==> src/rtl/fop_pkg.sv <==
`timescale 1ns/1ps
package fop_pkg;
  typedef enum logic [1:0] {
    MD_PRESET = 2'd0,
    MD_PAR    = 2'd1,
    MD_SER    = 2'd2
  } fop_mode_e;

  typedef enum logic [2:0] {
    ST_RUN        = 3'd0,
    ST_PAR_Y      = 3'd1,
    ST_PAR_X      = 3'd2,
    ST_SER_SHIFT  = 3'd3,
    ST_SER_COMMIT = 3'd4
  } fop_state_e;
endpackage

==> src/rtl/fop_mode_dec.sv <==
`timescale 1ns/1ps
module fop_mode_dec
  import fop_pkg::*;
#(
  parameter int OFS_W = 14,
  parameter int PRE_111 = 64,
  parameter int PRE_110 = 16,
  parameter int PRE_101 = 8,
  parameter int PRE_011 = 256,
  parameter int PRE_001 = 1024,
  parameter int OFS_MIN = 1
) (
  input  logic [2:0]       fsel,
  output fop_mode_e        mode,
  output logic             ilv,
  output logic [OFS_W-1:0] init_val
);
  always_comb begin
    mode     = MD_PRESET;
    ilv      = 1'b0;
    init_val = OFS_W'(OFS_MIN);
    unique case (fsel)
      3'b111: init_val = OFS_W'(PRE_111);
      3'b110: init_val = OFS_W'(PRE_110);
      3'b101: init_val = OFS_W'(PRE_101);
      3'b011: init_val = OFS_W'(PRE_011);
      3'b001: init_val = OFS_W'(PRE_001);
      3'b010: mode = MD_SER;
      3'b100: mode = MD_PAR;
      default: begin
        mode = MD_PAR;
        ilv  = 1'b1;
      end
    endcase
  end
endmodule

==> src/rtl/fop_ser_shift.sv <==
`timescale 1ns/1ps
module fop_ser_shift #(
  parameter int BITS = 28
) (
  input  logic            clk,
  input  logic            rst,
  input  logic            shift_en,
  input  logic            din,
  output logic [BITS-1:0] sh,
  output logic            last
);
  localparam int CW = $clog2(BITS + 1);
  logic [CW-1:0] cnt_q;

  always_ff @(posedge clk) begin
    if (rst) begin
      cnt_q <= '0;
      sh    <= '0;
    end else if (shift_en) begin
      sh    <= {sh[BITS-2:0], din};
      cnt_q <= (cnt_q == CW'(BITS - 1)) ? '0 : cnt_q + 1'b1;
    end
  end

  assign last = shift_en && (cnt_q == CW'(BITS - 1));
endmodule

==> src/rtl/fop_field_sel.sv <==
`timescale 1ns/1ps
module fop_field_sel #(
  parameter int DATA_W = 36,
  parameter int OFS_W  = 14,
  parameter int SKIP_BIT = 8
) (
  input  logic [DATA_W-1:0] data,
  input  logic              ilv,
  output logic [OFS_W-1:0]  raw
);
  logic [OFS_W-1:0] flat_f;
  logic [OFS_W-1:0] skip_f;

  assign flat_f = data[OFS_W-1:0];
  assign skip_f = {data[OFS_W:SKIP_BIT+1], data[SKIP_BIT-1:0]};
  assign raw    = ilv ? skip_f : flat_f;
endmodule

==> src/rtl/fop_sat.sv <==
`timescale 1ns/1ps
module fop_sat #(
  parameter int OFS_W   = 14,
  parameter int OFS_MIN = 1,
  parameter int OFS_MAX = 16380
) (
  input  logic [OFS_W-1:0] raw,
  output logic [OFS_W-1:0] val
);
  always_comb begin
    if (raw < OFS_W'(OFS_MIN))      val = OFS_W'(OFS_MIN);
    else if (raw > OFS_W'(OFS_MAX)) val = OFS_W'(OFS_MAX);
    else                            val = raw;
  end
endmodule

==> src/rtl/fifo_offset_prog.sv <==
`timescale 1ns/1ps
module fifo_offset_prog
  import fop_pkg::*;
#(
  parameter int DATA_W  = 36,
  parameter int OFS_W   = 14,
  parameter int OFS_MIN = 1,
  parameter int OFS_MAX = 16380
) (
  input  logic              clk,
  input  logic              rst,
  input  logic [2:0]        fsel,
  input  logic              wr_en,
  input  logic [DATA_W-1:0] wr_data,
  input  logic              ser_en_n,
  input  logic              ser_din,
  output logic [OFS_W-1:0]  x_ofs,
  output logic [OFS_W-1:0]  y_ofs,
  output logic              ilv_parity,
  output logic              prog_done,
  output logic              in_ready,
  output logic              ram_wr_en
);
  localparam int SER_BITS = 2 * OFS_W;
  localparam int LANES    = 2;

  fop_state_e       state_q, state_d;
  fop_mode_e        dec_mode;
  logic             dec_ilv;
  logic [OFS_W-1:0] dec_init;
  logic [OFS_W-1:0] par_raw;
  logic [SER_BITS-1:0] ser_word;
  logic             ser_last;
  logic             accept;
  logic [OFS_W-1:0] lane_raw [LANES];
  logic [OFS_W-1:0] lane_sat [LANES];

  fop_mode_dec #(.OFS_W(OFS_W), .OFS_MIN(OFS_MIN)) u_dec (
    .fsel(fsel), .mode(dec_mode), .ilv(dec_ilv), .init_val(dec_init)
  );

  fop_field_sel #(.DATA_W(DATA_W), .OFS_W(OFS_W)) u_field (
    .data(wr_data), .ilv(ilv_parity), .raw(par_raw)
  );

  fop_ser_shift #(.BITS(SER_BITS)) u_shift (
    .clk(clk), .rst(rst),
    .shift_en((state_q == ST_SER_SHIFT) && !ser_en_n),
    .din(ser_din), .sh(ser_word), .last(ser_last)
  );

  // Lane 0 carries Y (sent first), lane 1 carries X.
  for (genvar g = 0; g < LANES; g++) begin : g_lane
    assign lane_raw[g] = (state_q == ST_SER_COMMIT)
                       ? ser_word[SER_BITS-1-g*OFS_W -: OFS_W] : par_raw;
    fop_sat #(.OFS_W(OFS_W), .OFS_MIN(OFS_MIN), .OFS_MAX(OFS_MAX)) u_sat (
      .raw(lane_raw[g]), .val(lane_sat[g])
    );
  end

  assign accept = wr_en && in_ready;

  always_comb begin
    state_d = state_q;
    unique case (state_q)
      ST_PAR_Y:      if (accept) state_d = ST_PAR_X;
      ST_PAR_X:      if (accept) state_d = ST_RUN;
      ST_SER_SHIFT:  if (ser_last) state_d = ST_SER_COMMIT;
      ST_SER_COMMIT: state_d = ST_RUN;
      default:       state_d = ST_RUN;
    endcase
  end

  always_ff @(posedge clk) begin
    if (rst) begin
      unique case (dec_mode)
        MD_PAR:  state_q <= ST_PAR_Y;
        MD_SER:  state_q <= ST_SER_SHIFT;
        default: state_q <= ST_RUN;
      endcase
      ilv_parity <= dec_ilv;
      x_ofs      <= dec_init;
      y_ofs      <= dec_init;
      prog_done  <= 1'b0;
      in_ready   <= 1'b0;
    end else begin
      state_q   <= state_d;
      prog_done <= (state_d == ST_RUN);
      in_ready  <= (state_d != ST_SER_SHIFT) && (state_d != ST_SER_COMMIT);
      if ((state_q == ST_PAR_Y && accept) || state_q == ST_SER_COMMIT)
        y_ofs <= lane_sat[0];
      if ((state_q == ST_PAR_X && accept) || state_q == ST_SER_COMMIT)
        x_ofs <= lane_sat[1];
    end
  end

  assign ram_wr_en = wr_en && prog_done;
endmodule

==> config.mk <==
export PLATFORM = sky130hd
export DESIGN_NAME = fifo_offset_prog
export DESIGN_NICKNAME = d
export VERILOG_FILES = /design/src/rtl/fop_pkg.sv /design/src/rtl/fop_mode_dec.sv /design/src/rtl/fop_ser_shift.sv /design/src/rtl/fop_field_sel.sv /design/src/rtl/fop_sat.sv /design/src/rtl/fifo_offset_prog.sv
export SDC_FILE = /design/constraint.sdc
export NUM_CORES = 1
export LEC_CHECK = 0
export BUFFER_PORTS_ARGS = -buffer_cell sky130_fd_sc_hd__buf_2
export CAP_MARGIN = 10
export CORE_ASPECT_RATIO = 1.4
export CORE_MARGIN = 10
export CORE_UTILIZATION = 57
export DETAILED_ROUTE_END_ITERATION = 10
export PLACE_DENSITY = 0.94
export SLEW_MARGIN = 0
export SYNTH_ARGS = -nofsm -noshare
export SYNTH_HDL_FRONTEND = slang
export SYNTH_SLANG_ARGS = --single-unit
==> constraint.sdc <==
create_clock -name clk -period 4.7 [get_ports clk]
set_clock_uncertainty 0.05 [all_clocks]
set_input_delay 0.94 -clock clk [delete_from_list [all_inputs] [get_ports clk]]
set_output_delay 0.94 -clock clk [all_outputs]
set_load 0.1 [all_outputs]
Word-level counts from Yosys, hierarchy flattened --
Cells that the tools add are included.
Word-level totals: register bits after elaboration 67, bits in latches 0, bits in writable memories 0, bits in read-only memories 0, bits of input ports 44, output and inout port bits 32, word-level logic and storage cells 65, memories kept 0
Cells by class: add/sub/neg operators 1, multiply operators 0, divide/modulo/power cells 0, order comparisons 4, eq/ne operators 16, shifts and indexed selects 0, multiplexer cells 21, bitwise logic cells 0, reductions and logical operators 15
Operator list (number):
- two-way mux 14 bit | 11
- one-hot mux 11 bit (5 select lines) | 1
- > comparator 14 bit, second input constant | 2
- less-than comparator 14 x 1 -> 1 bit, second input constant | 2
- == test 3 bit, second input constant | 5
- == test 3 x 2 -> 1 bit, second input constant | 4
- two-way mux 3 bit | 4
- one-hot mux 3 bit (3 select lines) | 1
- one-hot mux 2 bit (2 select lines) | 2
- logical AND 1 bit | 7
- OR reduction 7 bit | 1
- == test 3 x 1 -> 1 bit, second input constant | 2
- adder 5 x 1 -> 5 bit, second input constant | 1
- == test 5 bit, second input constant | 1
- two-way mux 5 bit | 1
- OR reduction 5 bit | 1
- nonzero test 2 bit | 2
- zero test 3 bit | 1
- != test 3 x 2 -> 1 bit, second input constant | 1
- != test 3 bit, second input constant | 1
- == test 2 x 1 -> 1 bit, second input constant | 1
- == test 2 bit, second input constant | 1
- logical OR 1 bit | 2
- zero test 1 bit | 1
- two-way mux 1 bit | 1

Longest topological paths before layout --
Gate-level depths: netlist (run 1).
depth in word-level cells 7, depth in mapped cells 7, mapped depth without buffers 5

Cells and area by module --
A second synthesis (run 1) with hierarchy kept.
Second synthesis, totals: cell total of the unflattened synthesis 407, area total of the unflattened synthesis 3503.4 um2
Modules (own cells, without submodules):
- fifo_offset_prog | times used 1, cells each 211, area each 1756.7 um2, seq. area each 970.9 um2
- fop_ser_shift | times used 1, cells each 115, area each 1207.4 um2, seq. area each 660.6 um2
- fop_sat | times used 2, cells each 24, area each 123.9 um2, seq. area each 0.0 um2
- fop_field_sel | times used 1, cells each 15, area each 161.4 um2, seq. area each 0.0 um2
- fop_mode_dec | times used 1, cells each 18, area each 130.1 um2, seq. area each 0.0 um2

Least setup slack after synthesis (run 1) --
OpenSTA, ideal clock, no wires.
kind register -> register, start point reg in_ready, end point reg x_ofs[0], enable pin, setup time 0.404 ns, data arrival time 2.471 ns, setup slack 1.775 ns, cell stages (with the launch flop) 5, path buffers 0, period minus slack after synthesis 2.925 ns, cell sequence dfxtp_1 -> nand2_1 -> nor2_1 -> mux2i_1 -> o21ai_0
On the way: word-level cells in the longest chain between the ends 4
RTL lines:
- start: declaration | line fifo_offset_prog.sv:21 | output logic in_ready,
- start signal: assignment | line fifo_offset_prog.sv:89 | in_ready <= (state_d != ST_SER_SHIFT) && (state_d != ST_SER_COMMIT);
- logical AND 1 bit | line fifo_offset_prog.sv:61 | assign accept = wr_en && in_ready;
- logical AND 1 bit | line fifo_offset_prog.sv:92 | if ((state_q == ST_PAR_X && accept) || state_q == ST_SER_COMMIT)
- logical OR 1 bit | line fifo_offset_prog.sv:92
- nonzero test 2 bit (no line)
- end signal: assignment | line fifo_offset_prog.sv:82 | x_ofs <= dec_init;
- end signal: assignment | line fifo_offset_prog.sv:93 | x_ofs <= lane_sat[1];
- end: declaration | line fifo_offset_prog.sv:17 | output logic [OFS_W-1:0] x_ofs,
No other way between the ends. A chain may end at the register's enable or synchronous reset.

Worst setup path after layout (run 1) --
start point in ser_en_n, end point reg state_q[1]
On the way: word-level cells in the longest chain between the ends 6
RTL lines:
- start: declaration | line fifo_offset_prog.sv:15 | input logic ser_en_n,
- zero test 1 bit | line fifo_offset_prog.sv:48 | .shift_en((state_q == ST_SER_SHIFT) && !ser_en_n),
- logical AND 1 bit | line fifo_offset_prog.sv:48
- logical AND 1 bit | line fop_ser_shift.sv:25 | assign last = shift_en && (cnt_q == CW'(BITS - 1));
- two-way mux 3 bit | line fifo_offset_prog.sv:68 | ST_SER_SHIFT: if (ser_last) state_d = ST_SER_COMMIT;
- one-hot mux 3 bit (3 select lines) | line fifo_offset_prog.sv:65 | unique case (state_q)
- two-way mux 3 bit | line fifo_offset_prog.sv:75 | if (rst) begin
- end signal: assignment | line fifo_offset_prog.sv:87 | state_q <= state_d;
- end: declaration | line fifo_offset_prog.sv:27 | fop_state_e state_q, state_d;
No other way between the ends.

==> flow_summary_export.csv, run 1 <==
group,metric,value,unit
run_status,status,"complete, no violations",
job,drv_cap,0,
yosys,postSynthAreaPerCell,9.01,um2
clock_tree,cts_made_buffers,9,
drt,ant_nets,0,
global_routing,first_pass_grt_wire_length,13400,um
power,power_per_cell_area,375,mW/mm2
global_routing,grt_pass1_vias,2758,
setup_path,setup_crit_start,"ser_en_n",
timing,hold_violations,0,
power,p_leak,1.39,nW
finish,multiInputGateArea,0.00140,mm2
setup_path,worstPathArrival,2.82,ns
setup_path,end_point_of_the_critical_path,"state_q[1]",
floorplan,initial_utilization,59.7,%
clock_tree,post_cts_resize_count,0,
finish,layout.cells.most_common_list,"sky130_fd_sc_hd__nand2_1, sky130_fd_sc_hd__buf_2, sky130_fd_sc_hd__a21oi_1",
global_routing,global_route.overflow_total,0,
yosys,postSynthRegisterBits,67,
hold_path,worst_hold_path_type,"reg2reg",
yosys,yosysUniqueCellTypes,47,
global_routing,grt_start_max_net_pins,51,
timing,worst_pin_slew,1.02,ns
timing,timing_max_transition_violations_final,0,
clock_tree,tritoncts,"done",
power,irDropWorstVdd,178,uV
clock_tree,post-cts-setup-buffers,0,
setup_path,max_stage_delay,0.71,ns
setup_path,critical_path_peak_fanout,33,
finish,layout.cells.most_common,"sky130_fd_sc_hd__nand2_1",
floorplan,die_area,0.00889,mm2
power,pwr-share-comb,19.1,%
drt,via_count,2895,
yosys,ys.flop_type,"sky130_fd_sc_hd__dfxtp_1",
drt,drt_iter0_markers,468,
power,reg_power_share,47.8,%
yosys,postSynth.asyncResetShare,0,%
finish,num-nets-final,439,
finish,insertedDiodeCount,0,
yosys,synthesis.nets,392,
drt,drt-wirelength-per-cell,18.4,um
finish,post_route_cells_drive_above_1_share,20.3,%
setup_path,path_cells,"buf_2 -> and4bb_2 -> nand3_1 -> or3b_2 -> nand2_1 -> o32ai_1",
floorplan,floorplan_die_height,108,um
floorplan,die_w,82.6,um
clock_tree,worst_skew_pair.late_latency,0.35,ns
finish,final_util,68.8,%
power,cellInternalPower,0.927,mW
setup_path,crit_path_top_delay_cell,"sky130_fd_sc_hd__and4bb_2",
power,pwr-share-clk,33.1,%
clock_tree,clk_transition_reported_paths,0.06,ns
yosys,netlist_instances,347,
yosys,ys_seq_area_share,52.2,%
floorplan,coreArea,0.00524,mm2
global_routing,groute.usage.overall,19.5,%
finish,layout.area.seq,0.00163,mm2
floorplan,num_io_pins,76,
global_routing,antenna_found_initial,0,
placed_design,routabilityCongestion,0.930,
yosys,synthesis.yosys.warnings,0,
setup_path,regToRegStartpoint,"state_q[2]",
finish,num-fill-cells,373,
setup_path,reg2reg_slack,2.13,ns
timing,finalCriticalPeriod,2.65,ns
timing,accumulated_negative_setup_slack,0,ns
timing,grt_setup_unrepaired,"false",
clock_tree,numClockSinks,67,
setup_path,timing.critical_path.to_type,"flop",
setup_path,critical_path_depth,6,
setup_path,required_arrival_time_at_the_worst_endpoint,4.87,ns
yosys,synth-edff-count,29,
clock_tree,deepest_level_of_the_cts_h_tree,3,
power,switching_power_share_of_the_total,31.4,%
clock_tree,cts_hold_buffers,0,
clock_tree,cts.path.max_buffers,2,
drt,routed_via_density,6.23,
finish,layout-area-overhead-vs-synth,15.3,%
drt,drt_first_pass_iters,6,
power,netSwitchingPower,0.425,mW
setup_path,worstRegToRegCells,5,
clock_tree,clock_tree.root_cell,"sky130_fd_sc_hd__clkbuf_8",
yosys,syn_area,0.00313,mm2
setup_path,critical_path_buf_inv_count,1,
drt,drc,0,
timing,slew_headroom,31.9,%
setup_path,start_kind,"primary input",
setup_path,timing.setup.critical_path_class,"in2reg",
placed_design,detailedPlacementHpwl,6140,um
setup_path,timing.rr.end,"y_ofs[0]",
floorplan,row_count,31,
timing,ratio_of_final_minimum_period_to_clock_period,56.3,%
timing,clock.fmax,0.378,GHz
drt,detail_route.wirelength,8540,um
timing,timing.final.setup_violations,0,
setup_path,cp_top_family,"simple AND/OR/NAND/NOR gates",
placed_design,buffer_ports.inserted,54,
==> through the flow <==
step / power [mW] / cells / instance area (um2) / setup slack, ns / hold slack [ns]
after floorplan: 0.864 / 347 / 3130 / 1.77 / 0.404
after global placement: 0.910 / 449 / 3410 / 1.74 / 0.414
after detailed placement: 0.915 / 449 / 3410 / 1.71 / 0.432
after CTS: 1.35 / 465 / 3600 / 2.07 / 0.439
after global routing: 1.39 / 465 / 3600 / 1.85 / 0.470
final: 1.35 / 465 / 3600 / 2.05 / 0.437
==> cell type report <==
type / instances / area share (%)
multi-input cells: 257 / 38.8
inverters: 2 / 0.208
clock inverters: 1 / 0.139
clock buffers: 15 / 5.17
well taps: 66 / 2.29
flip-flops and latches: 67 / 45.3
repair buffers: 57 / 8.12
==> logic make-up after synthesis <==
logic type | count (synthesis) | synth area share (%)
compound gates | 78 | 14.0
xor+xnor | 3 | 0.841
fa+ha+maj | 1 | 0.400
buf+inv | 23 | 3.04
flops | 67 | 52.2
mux | 12 | 3.88
simple gates | 163 | 25.7
==> layer usage <==
layer / GRT usage [%] / vias up / wire length (um)
met2: 32.1 / 207 / 4180
li1: - / 1338 / -
met1: 21.1 / 1300 / 2880
met4: 12.6 / 0 / 514
met5: 0 / - / 0
met3: 5.43 / 50 / 966
==> worst min-delay path by stage <==
stage	from	endpoint	slack (ns)	cells past startpoint
floorplan	u_shift.cnt_q[1]	u_shift.cnt_q[1]	0.40	2
global placement	u_shift.cnt_q[1]	u_shift.cnt_q[1]	0.41	2
detailed placement	u_shift.sh[14]	u_shift.sh[15]	0.43	2
CTS	u_shift.sh[14]	u_shift.sh[15]	0.44	2
global route	u_shift.sh[15]	u_shift.sh[16]	0.47	2
finish	u_shift.cnt_q[1]	u_shift.cnt_q[1]	0.44	2
==> cell usage after synthesis, drive strengths merged (3+ instances only) <==
cell | instances | area (um2)
nor3 | 9 | 55.1
o21ai | 14 | 70.1
buf | 6 | 31.3
edfxtp | 29 | 871
or4 | 3 | 26.3
nand2b | 3 | 18.8
dfxtp | 38 | 761
nor4 | 6 | 37.5
nand3 | 4 | 20.0
nor2b | 3 | 18.8
nand4 | 9 | 56.3
nor3b | 7 | 73.8
and2 | 5 | 31.3
nand2 | 83 | 312
mux2i | 11 | 110
nor2 | 23 | 86.3
a21oi | 49 | 249
clkbuf | 15 | 56.3
==> worst register-to-register path, stage by stage, from the launching register on <==
cell and delay, ns:
sky130_fd_sc_hd__dfxtp_1 0.47, sky130_fd_sc_hd__or3b_1 0.77, sky130_fd_sc_hd__and2_1 0.38, sky130_fd_sc_hd__o211ai_1 0.17
sky130_fd_sc_hd__o21ai_1 0.15, sky130_fd_sc_hd__o311ai_1 0.37
==> state kept, by name, summed over array words and instances, names as in the netlist <==
| register | cells |
|---|---|
| u_shift.sh | 28 |
| x_ofs | 14 |
| y_ofs | 14 |
| u_shift.cnt_q | 5 |
| state_q | 3 |
| ilv_parity | 1 |
| in_ready | 1 |
| prog_done | 1 |
==> power by group through the flow <==
stage | Combinational, mW | Clock [mW] | Sequential (mW)
after floorplan | 0.0615 | 0 | 0.802
after global placement | 0.253 | 0 | 0.657
after detailed placement | 0.257 | 0 | 0.658
after CTS | 0.258 | 0.451 | 0.646
after global routing | 0.268 | 0.476 | 0.648
final | 0.259 | 0.447 | 0.646
Note: power is estimated with default switching activity, not from simulation.
==> run 2: changes to the inputs <==
--- a/config.mk
+++ b/config.mk
@@ -5,13 +5,14 @@
 export SDC_FILE = /design/constraint.sdc
 export NUM_CORES = 1
 export LEC_CHECK = 0
+export ABC_AREA = 1
 export BUFFER_PORTS_ARGS = -buffer_cell sky130_fd_sc_hd__buf_2
 export CAP_MARGIN = 10
 export CORE_ASPECT_RATIO = 1.4
 export CORE_MARGIN = 10
-export CORE_UTILIZATION = 57
+export CORE_UTILIZATION = 53
 export DETAILED_ROUTE_END_ITERATION = 10
-export PLACE_DENSITY = 0.94
+export PLACE_DENSITY = 0.89
 export SLEW_MARGIN = 0
 export SYNTH_ARGS = -nofsm -noshare
 export SYNTH_HDL_FRONTEND = slang
==> constraint.sdc (replaced) <==
create_clock -name clk -period 2.48 [get_ports clk]
set_clock_uncertainty 0.05 [all_clocks]
set_input_delay 0.496 -clock clk [delete_from_list [all_inputs] [get_ports clk]]
set_output_delay 0.496 -clock clk [all_outputs]
set_load 0.1 [all_outputs]
==> flow_summary_export.csv, run 2 <==
group,metric,value,unit
setup_path,timing.critical_path.to_type,"flop",
finish,largest_register,"u_shift.sh",
yosys,synthesis.yosys.warnings,0,
clock_tree,deepest_level_of_the_cts_h_tree,3,
setup_path,cp_top_family,"simple AND/OR/NAND/NOR gates",
placed_design,buffer_ports.inserted,54,
floorplan,die_w,85.6,um
timing,accumulated_negative_setup_slack,0,ns
yosys,syn_area,0.00319,mm2
timing,clock.fmax,0.506,GHz
yosys,synth_top_family_by_area,"simple AND/OR/NAND/NOR gates",
yosys,post-synth-top-area-cell,"sky130_fd_sc_hd__edfxtp_1",
setup_path,critical_path_peak_fanout,8,
setup_path,required_arrival_time_at_the_worst_endpoint,2.53,ns
clock_tree,worst_skew_pair.late_latency,0.35,ns
timing,grt_setup_unrepaired,"false",
power,power_per_cell_area,732,mW/mm2
power,irDropWorstVdd,426,uV
floorplan,coreArea,0.00586,mm2
floorplan,row_count,33,
clock_tree,clk_transition_reported_paths,0.07,ns
drt,via_count,2945,
run_status,status,"complete, no violations",
floorplan,initial_utilization,54.4,%
timing,finalCriticalPeriod,1.98,ns
setup_path,crit_path_top_delay_cell,"sky130_fd_sc_hd__edfxtp_1",
yosys,postSynthAreaPerCell,7.58,um2
yosys,synth.top_cell.area_share,27.3,%
timing,worst_pin_slew,0.481,ns
timing,ratio_of_final_minimum_period_to_clock_period,79.6,%
clock_tree,cts.path.max_buffers,2,
placed_design,dp_slack,0.563,ns
timing,final_critical_path_setup_slack,0.505,ns
timing,timing.final.setup_violations,0,
drt,ant_nets,0,
hold_path,min_from,"ser_din",
yosys,netlist_instances,421,
clock_tree,post_cts_resize_count,0,
setup_path,setup_crit_start,"ilv_parity",
finish,layout-area-overhead-vs-synth,16.7,%
drt,drt_first_pass_iters,4,
setup_path,worstPathArrival,2.03,ns
clock_tree,post-cts-setup-buffers,0,
drt,detail_route.wirelength,7760,um
yosys,postSynth.asyncResetShare,0,%
clock_tree,clock_tree.root_cell,"sky130_fd_sc_hd__clkbuf_8",
yosys,synthesized_area_fraction_occupied_by_and_or_nand_nor_cells,33.5,%
finish,multiInputGateArea,0.00135,mm2
global_routing,grt_pass1_vias,2904,
yosys,synth.top_cells.by_count,"sky130_fd_sc_hd__nor2_1, sky130_fd_sc_hd__nand2_1, sky130_fd_sc_hd__o21ai_0",
setup_path,max_stage_delay,0.51,ns
global_routing,global_route.overflow_total,0,
setup_path,timing.setup.critical_path_class,"reg2reg",
yosys,synth.mux.area_fraction,0,%
finish,insertedDiodeCount,0,
yosys,postSynthRegisterBits,67,
yosys,biggest_area_contributors_in_the_synthesized_netlist,"sky130_fd_sc_hd__edfxtp_1, sky130_fd_sc_hd__dfxtp_1, sky130_fd_sc_hd__nor2_1",
clock_tree,cts_made_buffers,9,
setup_path,critical_path_buf_inv_count,1,
clock_tree,numClockSinks,67,
global_routing,grt_start_max_net_pins,34,
drt,drc,0,
global_routing,first_pass_grt_wire_length,13200,um
placed_design,routabilityCongestion,0.970,
yosys,most_instantiated_library_cell_after_synthesis,"sky130_fd_sc_hd__nor2_1",
power,p_leak,1.86,nW
timing,hold_violations,0,
yosys,post_synth_fa_ha_maj_area_fraction,0.392,%
hold_path,worst_hold_path_type,"in2reg",
yosys,ys.flop_type,"sky130_fd_sc_hd__dfxtp_1",
finish,layout.area.seq,0.00163,mm2
yosys,yosys.area_share.xor_xnor,0.275,%
setup_path,start_kind,"flop",
finish,max_ffs_per_register,28,
finish,post_route_cells_drive_above_1_share,17.5,%
floorplan,num_io_pins,76,
clock_tree,tritoncts,"done",
yosys,synth-edff-count,29,
finish,num-nets-final,521,
floorplan,die_area,0.00957,mm2
timing,timing_max_transition_violations_final,0,
drt,drt_iter0_markers,148,
setup_path,critical_path.most_common_cell,"sky130_fd_sc_hd__nand2_1",
finish,layout.cells.most_common_list,"sky130_fd_sc_hd__nor2_1, sky130_fd_sc_hd__nand2_1, sky130_fd_sc_hd__buf_2",
placed_design,detailedPlacementHpwl,5850,um
drt,routed_via_density,5.34,
floorplan,floorplan_die_height,112,um
finish,num-fill-cells,492,
yosys,synthesis.nets,466,
job,drv_cap,0,
drt,drt-wirelength-per-cell,14.1,um
yosys,yosysUniqueCellTypes,26,
setup_path,regToRegStartpoint,"ilv_parity",
timing,slew_headroom,67.6,%
finish,layout.cells.most_common,"sky130_fd_sc_hd__nor2_1",
setup_path,path_cells,"inv_1 -> nand2_1 -> nand2_1 -> nand2_1 -> nand2_1 -> nand2_1 -> nor3_1 -> nand4_1 -> nand2_1 -> nor2_1",
global_routing,antenna_found_initial,0,
clock_tree,cts_hold_buffers,0,
global_routing,groute.usage.overall,16.8,%
finish,biggestRegsByFlops,"u_shift.sh x28, x_ofs x14, y_ofs x14",
yosys,compound_gate_portion_of_the_synthesized_area,8.16,%
yosys,ys_seq_area_share,51.1,%
[run 2: logic make-up (layout without fill, tap and decap cells)]
family          count (synthesis)  after routing
flops                          67             67
compound gates                 51             51
xor+xnor                        1              1
buf+inv                        50            110
simple gates                  251            251
fa+ha+maj                       1              1
[run 2: cell type report]
class / instances / area share (%)
flip-flops and latches: 67 / 43.8
multi-input cells: 304 / 36.3
repair buffers: 61 / 8.67
clock buffers: 13 / 5.11
inverters: 33 / 3.33
well taps: 70 / 2.35
clock inverters: 3 / 0.437
[run 2: final timing paths]
| check | end | slack [ns] | depth (start not counted) |
|---|---|---|---|
| worst max-delay path | y_ofs[7] | 0.50 | 10 |
| worst min-delay path | u_shift.sh[0] | 0.31 | 3 |
| worst max register to register | y_ofs[7] | 0.50 | 10 |
| worst min register to register | u_shift.sh[10] | 0.45 | 2 |
[run 2: metrics by stage]
step	area (um2)	util [%]	hold slack, ns	cells	power, mW
after floorplan	3190	-	0.405	421	1.74
after global placement	3520	60.0	0.421	535	1.84
after detailed placement	3520	60.0	0.436	535	1.85
after CTS	3720	63.5	0.318	551	2.73
after global routing	3720	63.5	0.331	551	2.83
final	3720	63.5	0.315	551	2.72
[run 2: where the power goes]
part           internal (mW)  leakage, nW  switching (mW)  total (mW)
sequential              1.22        0.603          0.0270        1.24
clock                  0.502        0.111           0.395       0.897
combinational          0.101         1.15           0.482       0.584
[run 2: worst register-to-register path, cell delays in order, from the launching register on]
cell and delay (ns):
sky130_fd_sc_hd__edfxtp_1 0.51, sky130_fd_sc_hd__inv_1 0.20, sky130_fd_sc_hd__nand2_1 0.08, sky130_fd_sc_hd__nand2_1 0.05, sky130_fd_sc_hd__nand2_1 0.08, sky130_fd_sc_hd__nand2_1 0.15
sky130_fd_sc_hd__nand2_1 0.07, sky130_fd_sc_hd__nor3_1 0.15, sky130_fd_sc_hd__nand4_1 0.15, sky130_fd_sc_hd__nand2_1 0.18, sky130_fd_sc_hd__nor2_1 0.07
[run 2: metal layers]
layer  vias to the layer above  routed length (um)  track usage [%]
met5                         -                   0                0
met3                        32                 542             4.81
met2                       117                3890             28.2
met4                         0                 357             11.8
met1                      1320                2970             17.4
li1                       1476                   -                -
==> run 3: changes to the inputs <==
==> constraint.sdc (replaced) <==
create_clock -name clk -period 1.9 [get_ports clk]
set_clock_uncertainty 0.05 [all_clocks]
set_input_delay 0.38 -clock clk [delete_from_list [all_inputs] [get_ports clk]]
set_output_delay 0.38 -clock clk [all_outputs]
set_load 0.1 [all_outputs]
==> flow_summary_export.csv, run 3 (same netlist as run 2, synthesis figures left out) <==
group,metric,value,unit
drt,detail_route.wirelength,8970,um
finish,biggestRegsByFlops,"u_shift.sh x28, x_ofs x14, y_ofs x14",
setup_path,worstPathArrival,2.05,ns
power,cellInternalPower,2.65,mW
power,pwr-share-comb,22.8,%
clock_tree,clk_transition_reported_paths,0.07,ns
power,reg_power_share,41.3,%
clock_tree,cts_hold_buffers,0,
finish,layout-area-overhead-vs-synth,26.6,%
drt,drc,0,
global_routing,grt_pass1_vias,3019,
setup_path,worstRegToRegCells,12,
timing,timing_max_transition_violations_final,0,
global_routing,first_pass_grt_wire_length,14100,um
finish,num-fill-cells,419,
setup_path,reg2reg_slack,-0.1,ns
setup_path,timing.critical_path.to_type,"flop",
placed_design,dp_slack,-0.00292,ns
drt,drt-wirelength-per-cell,15.8,um
timing,hold_violations,0,
power,irDropWorstVdd,403,uV
setup_path,start_kind,"flop",
setup_path,max_stage_delay,0.36,ns
clock_tree,cts.path.max_buffers,2,
drt,drt_first_pass_iters,8,
placed_design,detailedPlacementHpwl,6300,um
clock_tree,tritoncts,"done",
clock_tree,deepest_level_of_the_cts_h_tree,3,
placed_design,buffer_ports.inserted,54,
floorplan,die_w,85.6,um
finish,largest_register,"u_shift.sh",
setup_path,cp_top_family,"simple AND/OR/NAND/NOR gates",
global_routing,antenna_found_initial,0,
setup_path,regToRegStartpoint,"state_q[0]",
global_routing,groute.usage.overall,17.9,%
timing,slew_headroom,60.6,%
floorplan,die_area,0.00957,mm2
setup_path,crit_path_top_delay_cell,"sky130_fd_sc_hd__dfxtp_4",
setup_path,path_cells,"nor2_4 -> buf_6 -> buf_6 -> clkbuf_16 -> nand3b_1 -> nand2_2 -> buf_4 -> nand3_1 -> nor2_1 -> nand2_1 -> nand2_2 -> nor2_1",
timing,grt_setup_unrepaired,"true",
clock_tree,clock_tree.root_cell,"sky130_fd_sc_hd__clkbuf_8",
finish,layout.cells.most_common,"sky130_fd_sc_hd__nor2_1",
timing,worst_pin_slew,0.584,ns
global_routing,grt_start_max_net_pins,29,
global_routing,global_route.overflow_total,0,
timing,timing.final.setup_violations,6,
job,drv_cap,0,
hold_path,hold_path_depth,3,
drt,drt_iter0_markers,325,
clock_tree,numClockSinks,67,
finish,layout.cells.most_common_list,"sky130_fd_sc_hd__nor2_1, sky130_fd_sc_hd__nand2_1, sky130_fd_sc_hd__buf_2",
clock_tree,worst_skew_pair.late_latency,0.35,ns
hold_path,hold_end,"u_shift.sh[0]",
finish,num-nets-final,538,
hold_path,worst_hold_path_type,"in2reg",
timing,ratio_of_final_minimum_period_to_clock_period,105,%
power,switching_power_share_of_the_total,32.4,%
floorplan,floorplan_die_height,112,um
power,p_leak,1.98,nW
hold_path,min_from,"ser_din",
power,power_per_cell_area,971,mW/mm2
floorplan,coreArea,0.00586,mm2
floorplan,row_count,33,
run_status,status,"finished, violations left",
setup_path,critical_path_peak_fanout,7,
drt,routed_via_density,5.66,
power,total_power,3.92,mW
setup_path,timing.setup.critical_path_class,"reg2reg",
drt,via_count,3216,
drt,ant_nets,0,
finish,max_ffs_per_register,28,
floorplan,initial_utilization,54.4,%
timing,clock.fmax,0.500,GHz
placed_design,routabilityCongestion,0.963,
setup_path,critical_path_buf_inv_count,4,
setup_path,timing.rr.end,"x_ofs[1]",
clock_tree,cts_made_buffers,9,
finish,insertedDiodeCount,0,
run_status,violations,"negative setup slack",
timing,finalCriticalPeriod,2.00,ns
power,pwr-share-clk,35.9,%
setup_path,required_arrival_time_at_the_worst_endpoint,1.95,ns
power,netSwitchingPower,1.27,mW
floorplan,num_io_pins,76,
timing,final_critical_path_setup_slack,-0.0988,ns
finish,post_route_cells_drive_above_1_share,26.7,%
## run 3: cell count changes in the layout (fill, tap and decap cells not counted), sizes merged
cell,before,now
nand2,99,100
bufinv,0,2
buf,61,76
inv,33,32
clkinv,3,4
clkbuf,13,12
## run 3: worst reg2reg max path, stage by stage (launching register included)
cell	delay, ns
sky130_fd_sc_hd__dfxtp_4	0.36
sky130_fd_sc_hd__nor2_4	0.11
sky130_fd_sc_hd__buf_6	0.12
sky130_fd_sc_hd__buf_6	0.10
sky130_fd_sc_hd__clkbuf_16	0.13
sky130_fd_sc_hd__nand3b_1	0.12
sky130_fd_sc_hd__nand2_2	0.10
sky130_fd_sc_hd__buf_4	0.12
sky130_fd_sc_hd__nand3_1	0.07
sky130_fd_sc_hd__nor2_1	0.14
sky130_fd_sc_hd__nand2_1	0.10
sky130_fd_sc_hd__nand2_2	0.14
sky130_fd_sc_hd__nor2_1	0.08
## run 3: area by class of cell
cell class | instances | area (um2) | area share, %
timing repair buffer | 77 | 497 | 12.3
multi-input combinational | 305 | 1440 | 35.7
tap | 70 | 87.6 | 2.17
clock buffer | 11 | 163 | 4.03
clock inverter | 5 | 82.6 | 2.04
sequential | 67 | 1650 | 40.7
inverter | 33 | 124 | 3.07
## run 3: what timing repair did
item / in CTS / in global routing
pin swaps: 0 / 15
endpoints found under the setup margin: 6 / 12
gates resized for setup: 2 / 30
cloned: 0 / 3
buffers inserted: 0 / 7
## run 3: how the worst max path moves through the flow
stage | slack, ns | cells after the start | endpoint | from
2_1_floorplan | -0.31 | 13 | x_ofs[0] | ilv_parity
3_3_place_gp | 0.07 | 12 | x_ofs[0] | state_q[0]
3_5_place_dp | -0.003 | 8 | x_ofs[5] | state_q[0]
4_1_cts | 0.006 | 13 | x_ofs[0] | ilv_parity
5_1_grt | -0.16 | 14 | x_ofs[0] | state_q[0]
6_report | -0.1 | 12 | x_ofs[1] | state_q[0]
## run 3: per-stage QoR
stage	area, um2	std cells	util (%)	TNS (ns)	hold WS (ns)
2_1_floorplan	3220	421	-	-4.22	0.405
3_3_place_gp	3610	542	61.6	0	0.420
3_5_place_dp	3610	542	61.6	-0.00292	0.438
4_1_cts	3860	558	65.9	0	0.214
5_1_grt	4040	568	68.9	-1.31	0.226
6_report	4040	568	68.9	-0.432	0.214
## run 3: power by group through the flow
stage	logic, mW	clock network [mW]	registers (mW)
global placement	0.781	0	1.65
detailed placement	0.797	0	1.65
global route	0.939	1.48	1.63
CTS	0.802	1.42	1.62
floorplan	0.233	0	2.04
finish	0.893	1.41	1.62
## run 3: metal layers
metal  track usage [%]  wire length (um)  up-vias
met3              5.40               730       54
met4              13.3               503        0
met2              30.2              4510      195
met5                 0                 0        -
li1                  -                 -     1512
met1              18.0              3230     1455
